[src/rtl/trap_pkg.sv]
package trap_pkg;

  typedef enum logic [2:0] {
    ST_IDLE    = 3'd0,
    ST_PUSH_PC = 3'd1,
    ST_PUSH_SR = 3'd2,
    ST_VEC     = 3'd3,
    ST_POP_SR  = 3'd4,
    ST_POP_PC  = 3'd5
  } seq_st_e;

endpackage

[src/rtl/trap_fsm.sv]
module trap_fsm
  import trap_pkg::*;
(
  input  logic    clk,
  input  logic    rst_n,
  input  logic    irq_req,
  input  logic    reti_cmd,
  output seq_st_e state_o,
  output logic    accept_o,
  output logic    ret_start_o,
  output logic    busy_o
);

  seq_st_e state_q, state_d;
  logic    idle;

  assign idle        = (state_q == ST_IDLE);
  // return command wins over a request in the same idle cycle
  assign ret_start_o = idle && reti_cmd;
  assign accept_o    = idle && irq_req && !reti_cmd;
  assign busy_o      = !idle || accept_o || ret_start_o;
  assign state_o     = state_q;

  always_comb begin
    state_d = state_q;
    case (state_q)
      ST_IDLE: begin
        if (ret_start_o)   state_d = ST_POP_SR;
        else if (accept_o) state_d = ST_PUSH_PC;
      end
      ST_PUSH_PC: state_d = ST_PUSH_SR;
      ST_PUSH_SR: state_d = ST_VEC;
      ST_VEC:     state_d = ST_IDLE;
      ST_POP_SR:  state_d = ST_POP_PC;
      ST_POP_PC:  state_d = ST_IDLE;
      default:    state_d = ST_IDLE;
    endcase
  end

  always_ff @(posedge clk or negedge rst_n) begin
    if (!rst_n) state_q <= ST_IDLE;
    else        state_q <= state_d;
  end

endmodule

[src/rtl/trap_addr_gen.sv]
module trap_addr_gen
  import trap_pkg::*;
#(
  parameter int             AW       = 16,
  parameter int             VEC_W    = 4,
  parameter logic [AW-1:0]  VEC_BASE = 'hFFE0
) (
  input  logic              clk,
  input  logic              rst_n,
  input  seq_st_e           state_i,
  input  logic [AW-1:0]     sp_base_i,
  input  logic [VEC_W-1:0]  vec_i,
  output logic [AW-1:0]     addr_o,
  output logic [AW-1:0]     sp_next_o
);

  localparam int WORD_BYTES = 2;

  function automatic logic [AW-1:0] slot_below(input logic [AW-1:0] top, input int words);
    return top - AW'(WORD_BYTES * words);
  endfunction

  function automatic logic [AW-1:0] slot_above(input logic [AW-1:0] top, input int words);
    return top + AW'(WORD_BYTES * words);
  endfunction

  function automatic logic [AW-1:0] vec_slot(input logic [VEC_W-1:0] idx);
    return VEC_BASE + AW'({idx, 1'b0});
  endfunction

  always_comb begin
    addr_o    = '0;
    sp_next_o = sp_base_i;
    case (state_i)
      ST_PUSH_PC: begin addr_o = slot_below(sp_base_i, 1); sp_next_o = slot_below(sp_base_i, 1); end
      ST_PUSH_SR: begin addr_o = slot_below(sp_base_i, 2); sp_next_o = slot_below(sp_base_i, 2); end
      ST_VEC:     begin addr_o = vec_slot(vec_i); end
      ST_POP_SR:  begin addr_o = sp_base_i;                sp_next_o = slot_above(sp_base_i, 1); end
      ST_POP_PC:  begin addr_o = slot_above(sp_base_i, 1); sp_next_o = slot_above(sp_base_i, 2); end
      default: ;
    endcase
  end


  push_step_chk: assert property (@(posedge clk) disable iff (!rst_n)
    (state_i == ST_PUSH_SR) |-> (addr_o == $past(addr_o) - AW'(WORD_BYTES)));

endmodule

[src/rtl/trap_sequencer.sv]
module trap_sequencer
  import trap_pkg::*;
#(
  parameter int             AW       = 16,
  parameter int             DW       = 16,
  parameter int             VEC_W    = 4,
  parameter logic [AW-1:0]  VEC_BASE = 'hFFE0
) (
  input  logic              clk,
  input  logic              rst_n,
  input  logic              irq_req,
  input  logic [VEC_W-1:0]  irq_vec,
  output logic              irq_ack,
  input  logic              reti_cmd,
  output logic              busy,
  output logic [AW-1:0]     mem_addr,
  output logic              mem_we,
  output logic              mem_re,
  output logic [DW-1:0]     mem_wdata,
  input  logic [DW-1:0]     mem_rdata,
  input  logic [AW-1:0]     pc_in,
  output logic              pc_load,
  output logic [AW-1:0]     pc_out,
  input  logic [DW-1:0]     sr_in,
  output logic              sr_load,
  output logic [DW-1:0]     sr_out,
  input  logic [AW-1:0]     sp_in,
  output logic              sp_load,
  output logic [AW-1:0]     sp_out
);

  seq_st_e            state;
  logic               accept, ret_start;
  logic [AW-1:0]      pc_q, sp_q, sp_next;
  logic [DW-1:0]      sr_q;
  logic [VEC_W-1:0]   vec_q;

  trap_fsm u_fsm (
    .clk        (clk),
    .rst_n      (rst_n),
    .irq_req    (irq_req),
    .reti_cmd   (reti_cmd),
    .state_o    (state),
    .accept_o   (accept),
    .ret_start_o(ret_start),
    .busy_o     (busy)
  );

  trap_addr_gen #(.AW(AW), .VEC_W(VEC_W), .VEC_BASE(VEC_BASE)) u_addr (
    .clk      (clk),
    .rst_n    (rst_n),
    .state_i  (state),
    .sp_base_i(sp_q),
    .vec_i    (vec_q),
    .addr_o   (mem_addr),
    .sp_next_o(sp_next)
  );

  // operands captured when a sequence starts
  always_ff @(posedge clk or negedge rst_n) begin
    if (!rst_n) begin
      pc_q  <= '0;
      sr_q  <= '0;
      sp_q  <= '0;
      vec_q <= '0;
    end else begin
      if (accept || ret_start) sp_q <= sp_in;
      if (accept) begin
        pc_q  <= pc_in;
        sr_q  <= sr_in;
        vec_q <= irq_vec;
      end
    end
  end

  logic in_push, in_pop;
  assign in_push = (state == ST_PUSH_PC) || (state == ST_PUSH_SR);
  assign in_pop  = (state == ST_POP_SR)  || (state == ST_POP_PC);

  assign irq_ack   = accept;
  assign mem_we    = in_push;
  assign mem_re    = in_pop || (state == ST_VEC);
  assign mem_wdata = (state == ST_PUSH_PC) ? DW'(pc_q) : sr_q;
  assign pc_load   = (state == ST_VEC) || (state == ST_POP_PC);
  assign pc_out    = AW'(mem_rdata);
  assign sr_load   = (state == ST_PUSH_SR) || (state == ST_POP_SR);
  assign sr_out    = (state == ST_POP_SR) ? mem_rdata : '0;
  assign sp_load   = in_push || in_pop;
  assign sp_out    = sp_next;


  bus_excl_chk: assert property (@(posedge clk) disable iff (!rst_n)
    $onehot0({mem_we, mem_re}));


  ack_gap_chk: assert property (@(posedge clk) disable iff (!rst_n)
    irq_ack |=> (busy && !irq_ack));


  sr_clear_chk: assert property (@(posedge clk) disable iff (!rst_n)
    (sr_load && mem_we) |-> (sr_out == '0));


  vec_order_chk: assert property (@(posedge clk) disable iff (!rst_n)
    (pc_load && !sp_load) |-> ($past(sr_load) && $past(mem_we)));


  pop_pair_chk: assert property (@(posedge clk) disable iff (!rst_n)
    (sr_load && mem_re) |=> (pc_load && mem_re && sp_load));

endmodule

[config.mk]
export PLATFORM = sky130hd
export DESIGN_NAME = trap_sequencer
export DESIGN_NICKNAME = d
export VERILOG_FILES = /design/src/rtl/trap_pkg.sv /design/src/rtl/trap_fsm.sv /design/src/rtl/trap_addr_gen.sv /design/src/rtl/trap_sequencer.sv
export SDC_FILE = /design/constraint.sdc
export NUM_CORES = 1
export LEC_CHECK = 0
export BUFFER_PORTS_ARGS = -buffer_cell sky130_fd_sc_hd__buf_2
export CAP_MARGIN = 20
export CORE_MARGIN = 2
export CORE_UTILIZATION = 39
export CTS_BUF_LIST = sky130_fd_sc_hd__clkbuf_4 sky130_fd_sc_hd__clkbuf_8
export CTS_CLUSTER_DIAMETER = 30
export DETAILED_ROUTE_END_ITERATION = 10
export HOLD_SLACK_MARGIN = 0.06
export PLACE_DENSITY = 0.73
export SYNTH_ARGS = -nofsm -noshare
export SYNTH_HDL_FRONTEND = slang
export SYNTH_SLANG_ARGS = --single-unit
[constraint.sdc]
create_clock -name clk -period 3.6 [get_ports clk]
set_input_delay 1.08 -clock clk [delete_from_list [all_inputs] [get_ports clk]]
set_output_delay 1.08 -clock clk [all_outputs]
set_load 0.02 [all_outputs]
==> qor.csv, run 1 <==
stage;metric;value;unit
outcome;status;completed;
placed_design;port_buffers;158;
synth;synth_nets;695;
synth;synth-seq-cells;55;
clocking;cts_tree;yes;
route;drcViolationCount;0;
layout;fin_cells;897;
route;drt_iter0_markers;282;
clocking;htree_num_levels;2;
synth;synthCells;619;
critical_path;rrSetupSlack;1600;ps
global_routing;grtUsageTotal;0.232;
placed_design;post-place-cells;889;
critical_path;cp.required;2520;ps
clocking;cts_sinks;55;
pwr;peakVddDrop;511;µV
placed_design;pre_cts_ws;250;ps
synth;synth_edf_count;0;
route;postRouteAntennaNets;0;
pwr;p_per_area;1080;nW/µm²
sta;clock_skew;4.72;ps
synth;syn_area_per_cell;7.13;µm²
layout;area_delta_synth_final;25.3;%
synth;netlist_area;4420;µm²
placed_design;gp_congestion;0.920;
route;vias;5059;
sta;finalSetupViolations;0;
synth;async_flop_share;1.00;
sta;fin_crit;3560;ps
critical_path;arrival;2480;ps
synth;yosys.area.top_type;dfrtp_1;
synth;netlist-cell-type-count;66;
pwr;p_leak;2.80;nW
floorplan;fp-row-count;38;
sta;hold_viol;0;
clocking;clockBufferDepth;2;
critical_path;critical_path_peak_fanout;13;
layout;layout-drive-gt1-share;0.325;
floorplan;die_y;110;µm
synth;yosysSeqAreaShare;0.312;
floorplan;coreArea;10900;µm²
route;via_per_inst;5.64;
synth;ys_top_cells_by_count;nand2_1 (198), dfrtp_1 (55), clkbuf_1 (38);
floorplan;die_x;110;µm
floorplan;die_area;12200;µm²
clocking;cts_made_buffers;5;
sta;relSlewSlack;0.538;
critical_path;critPathKind;flop to primary output;
synth;yosys.cell_count.top_type;nand2_1;
layout;final_util;0.506;
clocking;hold_buffers;0;
synth;synth.area.top_cells;dfrtp_1 (31%), nand2_1 (17%), o21ai_0 (3.4%), buf_4 (3.2%), clkbuf_1 (3.2%);
synth;ys.flop_type;dfrtp_1;
clocking;clock_latency;300;ps
sta;rsz0062_at_grt;yes;
global_routing;grt_max_degree;56;
layout;fillers;1131;
floorplan;start_util;0.404;
global_routing;grt-ovfl-total;0;
clocking;clkTransAtPathRegs;90;ps
worst_hold_path;min-delay-path-class;flop to flop;
global_routing;grt_pass1_vias;4752;
floorplan;ioPinCount;159;
route;drt_wl_total;14700;µm
sta;fmax;281;MHz
sta;fin_crit_sh;0.988;
global_routing;grt_pass1_wl;23800;µm
clocking;clock-root-buffer;clkbuf_8;
sta;finalWorstSetupSlack;41.8;ps
synth;ys.warnings.count;0;
clocking;post_cts_buffers;0;
placed_design;hpwl;11000;µm
sta;worst_slew_pin_slew;693;ps
pwr;power.total;5.95;mW
synth;synth_top_area_share;0.312;
sta;drv_slew;0;
route;drt-wirelength-per-cell;16.4;µm
layout;diodes;0;
layout;nets;832;
critical_path;worst_setup_path_end_kind;primary output;
global_routing;antenna_found_initial;0;
flow_run;drv_cap;0;
route;first_pass_iters;5;
critical_path;startpoint_type;flop;
routing by layer:
metal | GRT usage | up-vias | share of wire
met5 | 0 | - | 0
met3 | 0.0499 | 13 | 0.089
met4 | 0.0517 | 0 | 0.011
met1 | 0.310 | 2372 | 0.43
met2 | 0.385 | 252 | 0.47
li1 | - | 2422 | -
area by class of cell:
class,count,area (µm²),share of cell area
Inverter,14,52.6,0.00950
Sequential cell,55,1380,0.250
Tap cell,140,175,0.0317
Clock buffer,8,104,0.0188
Multi-Input combinational cell,482,2720,0.492
Timing Repair Buffer,198,1100,0.199
final timing paths:
| path | start | endpoint | cells after the start |
|---|---|---|---|
| min in group asynchronous | rst_n | pc_q[1] | 2 |
| max in group asynchronous | rst_n | u_fsm.state_o[2] | 2 |
| max | sp_q[2] | sp_out[14] | 7 |
| min reg2reg | sr_q[13] | sr_q[13] | 2 |
| min | sr_q[13] | sr_q[13] | 2 |
| max reg2reg | u_fsm.state_o[0] | sp_q[14] | 5 |
through the flow:
stage	hold WS, ps	area, µm²	setup TNS [ps]
CTS	486	5470	0
finish	483	5530	0
detailed placement	463	5360	0
global placement	459	5360	0
global route	510	5530	-88.9
floorplan	440	4420	0
what timing repair did:
item	CTS	global route
pin swaps	0	2
gates resized for setup	5	18
gates cloned	0	0
setup endpoints to repair	2	21
endpoints found under the hold margin	0	0
worst max-delay path: stages (launching register included):
cell and delay [ps]:
dfrtp_1 390, buf_6 170, ha_2 240, nand2_1 140
or4_4 500, a21o_1 170, a2111o_1 400, buf_2 160
cell usage in the layout, fill, tap and decap left out, types with 4 or more instances in the layout:
master and n:
clkbuf_8 7, inv_1 10, o211ai_1 10, nor2_1 21, nand4_1 10, mux2_2 10
a21oi_1 24, buf_4 38, dfrtp_2 4, o21ai_0 30, nand2_1 198, xnor2_1 10
a31oi_1 5, a22oi_1 4, nor2b_1 4, xor2_1 6, nand3_1 20, o22ai_1 5
dfrtp_1 51, and3_1 18, buf_2 158, a211o_1 4, nor3_1 15, nor4_1 4
o21a_1 4
cells by family after synthesis:
group / Yosys count / share of synthesized area
buffers and inverters: 82 / 0.0867
muxes: 10 / 0.0255
and+or+nand+nor: 325 / 0.338
DFF: 55 / 0.312
xor gates and xnor gates: 16 / 0.0317
adders and majority gates: 4 / 0.0113
AOI/OAI and AO/OA: 127 / 0.195
power by group:
part | internal, mW | switching [mW]
combinational | 1.60 | 2.76
clock | 0.183 | 0.191
sequential | 0.912 | 0.312
total | 2.69 | 3.26
state kept, by name, indices dropped and copies added (netlist names):
signal / count
sr_q: 16
vec_q: 4
u_fsm.state_o: 3
sp_q: 16
pc_q: 16
Note: power is estimated with default switching activity, not from simulation.
==> run 2, diff against run 1 <==
Clock period 3.6 ns to 3.4 ns, I/O delays scaled along.
==> run 2 against run 1 <==
Against the previous run: worst setup slack better by 23 ps; largest power group unchanged; clock power down 2%; wire length up 3.1%; combinational power up 15%; core utilization up 2.4 points; largest cell class unchanged; sequential share of layout area down 1.0 points.
==> qor.csv, run 2 (synthesized netlist as in run 1, its figures left out) <==
stage;metric;value;unit;change
clocking;cts_made_buffers;5;;unchanged
critical_path;crit_end;sp_out[7];;was sp_out[14]
flow_run;drv_cap;0;;unchanged
route;first_pass_iters;5;;unchanged
critical_path;rrSetupSlack;1360;ps;was 1600 ps
critical_path;startpoint_type;flop;;unchanged
floorplan;fp-row-count;38;;unchanged
clocking;clock_latency;300;ps;about the same
global_routing;antenna_found_initial;0;;unchanged
layout;reg_top3;pc_q: 16 flops, sp_q: 16 flops, sr_q: 16 flops;;unchanged
floorplan;coreArea;10900;µm²;unchanged
floorplan;start_util;0.404;;unchanged
route;drt_iter0_markers;334;;was 282
clocking;cts_tree;yes;;unchanged
route;vias;5144;;was 5,059
floorplan;die_y;110;µm;unchanged
critical_path;worst_setup_path_end_kind;primary output;;unchanged
floorplan;die_area;12200;µm²;unchanged
outcome;status;completed;;unchanged
sta;relSlewSlack;0.541;;was 0.538
layout;layout-drive-gt1-share;0.364;;was 0.325
pwr;peakVddDrop;516;µV;was 511 µV
route;via_per_inst;5.63;;was 5.64
route;drt-wirelength-per-cell;16.6;µm;was 16.4 µm
route;postRouteAntennaNets;0;;unchanged
placed_design;post-place-cells;896;;was 889
sta;fin_crit;3330;ps;
sta;whs;482;ps;was 483 ps
placed_design;port_buffers;158;;unchanged
sta;worst_slew_pin_slew;688;ps;was 693 ps
layout;final_cell_area;5790;µm²;was 5530 µm²
worst_hold_path;min-delay-start;sr_q[6];;was sr_q[13]
clocking;hold_buffers;0;;unchanged
clocking;clockBufferDepth;2;;unchanged
pwr;p_leak;2.91;nW;was 2.80 nW
floorplan;die_x;110;µm;unchanged
critical_path;reg2reg_from;u_fsm.state_o[2];;was u_fsm.state_o[0]
pwr;pwr-share-clk;0.055;;was 0.063
layout;final_common_cell;nand2_1;;unchanged
layout;area_delta_synth_final;31.1;%;was 25.3%
critical_path;cp.required;2380;ps;was 2520 ps
layout;fillers;1074;;was 1,131
critical_path;critPathKind;flop to primary output;;unchanged
layout;diodes;0;;unchanged
critical_path;critical_path_peak_fanout;4;;was 13
placed_design;hpwl;11000;µm;about the same
clocking;clkTransAtPathRegs;90;ps;about the same
placed_design;gp_congestion;0.940;;was 0.920
sta;drv_slew;0;;unchanged
sta;fin_crit_sh;0.981;;
global_routing;grtUsageTotal;0.236;;was 0.232
critical_path;r2r_cells;5;;unchanged
global_routing;grt_pass1_vias;4919;;was 4,752
layout;mostFrequentLayoutCells;nand2_1 (196), buf_2 (155), buf_4 (56), dfrtp_1 (47), o21ai_0 (28);;was nand2_1 (198), buf_2 (158), dfrtp_1 (51), buf_4 (38), o21ai_0 (30)
critical_path;cp-startpoint;sp_q[2];;unchanged
critical_path;arrival;2310;ps;was 2480 ps
pwr;pwr-share-seq;0.191;;was 0.205
floorplan;ioPinCount;159;;unchanged
critical_path;r2r-end;sp_q[11];;was sp_q[14]
pwr;comb_power_share;0.754;;was 0.732
global_routing;grt_pass1_wl;24400;µm;was 23,800 µm
sta;fmax;300;MHz;
route;drcViolationCount;0;;unchanged
pwr;sw_frac_of_total;0.541;;was 0.548
global_routing;grt-ovfl-total;0;;unchanged
layout;fin_cells;914;;was 897
sta;hold_viol;0;;unchanged
clocking;cts_sinks;55;;unchanged
sta;clock_skew;7.54;ps;was 4.72 ps
route;drt_wl_total;15100;µm;was 14,700 µm
pwr;p_sw;3.59;mW;was 3.26 mW
clocking;clock-root-buffer;clkbuf_8;;unchanged
pwr;p_per_area;1150;nW/µm²;was 1080 nW/µm²
pwr;p_int;3.05;mW;was 2.69 mW
sta;finalSetupViolations;0;;unchanged
clocking;htree_num_levels;2;;unchanged
placed_design;place_area;5410;µm²;was 5360 µm²
worst_hold_path;min-delay-path-class;flop to flop;;unchanged
global_routing;grt_max_degree;56;;unchanged
layout;nets;849;;was 832
## run 2: power groups by stage
stage	combinational [mW]	clock (mW)	sequential, mW
2_1_floorplan	3.12	0	1.13
5_1_grt	5.40	0.408	1.31
4_1_cts	4.68	0.378	1.26
6_report	5.00	0.366	1.27
3_3_place_gp	4.52	0	1.25
3_5_place_dp	4.58	0	1.27
## run 2: area by class of cell
| class | instances | area, µm² | share of cell area |
|---|---|---|---|
| inverters | 14 | 55.1 | 0.00951 |
| clock inverters | 1 | 5.00 | 0.000864 |
| repair buffers | 215 | 1250 | 0.216 |
| well taps | 140 | 175 | 0.0303 |
| clock buffers | 7 | 83.8 | 0.0145 |
| multi-input cells | 482 | 2830 | 0.490 |
| flip-flops and latches | 55 | 1390 | 0.239 |
## run 2: per-layer routing
metal  up-vias  global-route usage  share of wire
met4         0              0.0525          0.017
met2       278               0.398           0.47
met5         -                   0              0
met1      2388               0.316           0.42
li1       2454                   -              -
met3        24              0.0445          0.094
## run 2: worst min path at each step
stage / to / cells after the start
floorplan: vec_q[3] / 2
global placement: sr_q[3] / 2
detailed placement: sr_q[9] / 2
CTS: sr_q[3] / 2
global route: pc_q[11] / 2
finish: sr_q[6] / 2
## run 2: per-stage QoR
step	TNS [ps]	util	setup slack, ps	power [mW]
after floorplan	0	-	60.7	4.24
after global placement	0	0.495	153	5.77
after CTS	-9.01	0.510	-9.01	6.32
after global routing	-72.9	0.529	-37.6	7.12
after detailed placement	0	0.495	109	5.85
final	0	0.529	65.2	6.63
## run 2: worst max-delay path, cell delays in order, from the launching register on
cell and delay [ps]:
dfrtp_2 470, inv_4 110, ha_4 150, or4bb_1 490
a211o_1 320, nand3_2 100, a311oi_2 50, a21oi_2 160
buf_4 160
## run 2: timing repair
item | in CTS | in global routing
pin swaps | 1 | 9
resized for setup | 16 | 40
hold endpoints to repair | 0 | 0
setup buffers | 3 | 7
setup endpoints to repair | 16 | 20
gates cloned | 0 | 0
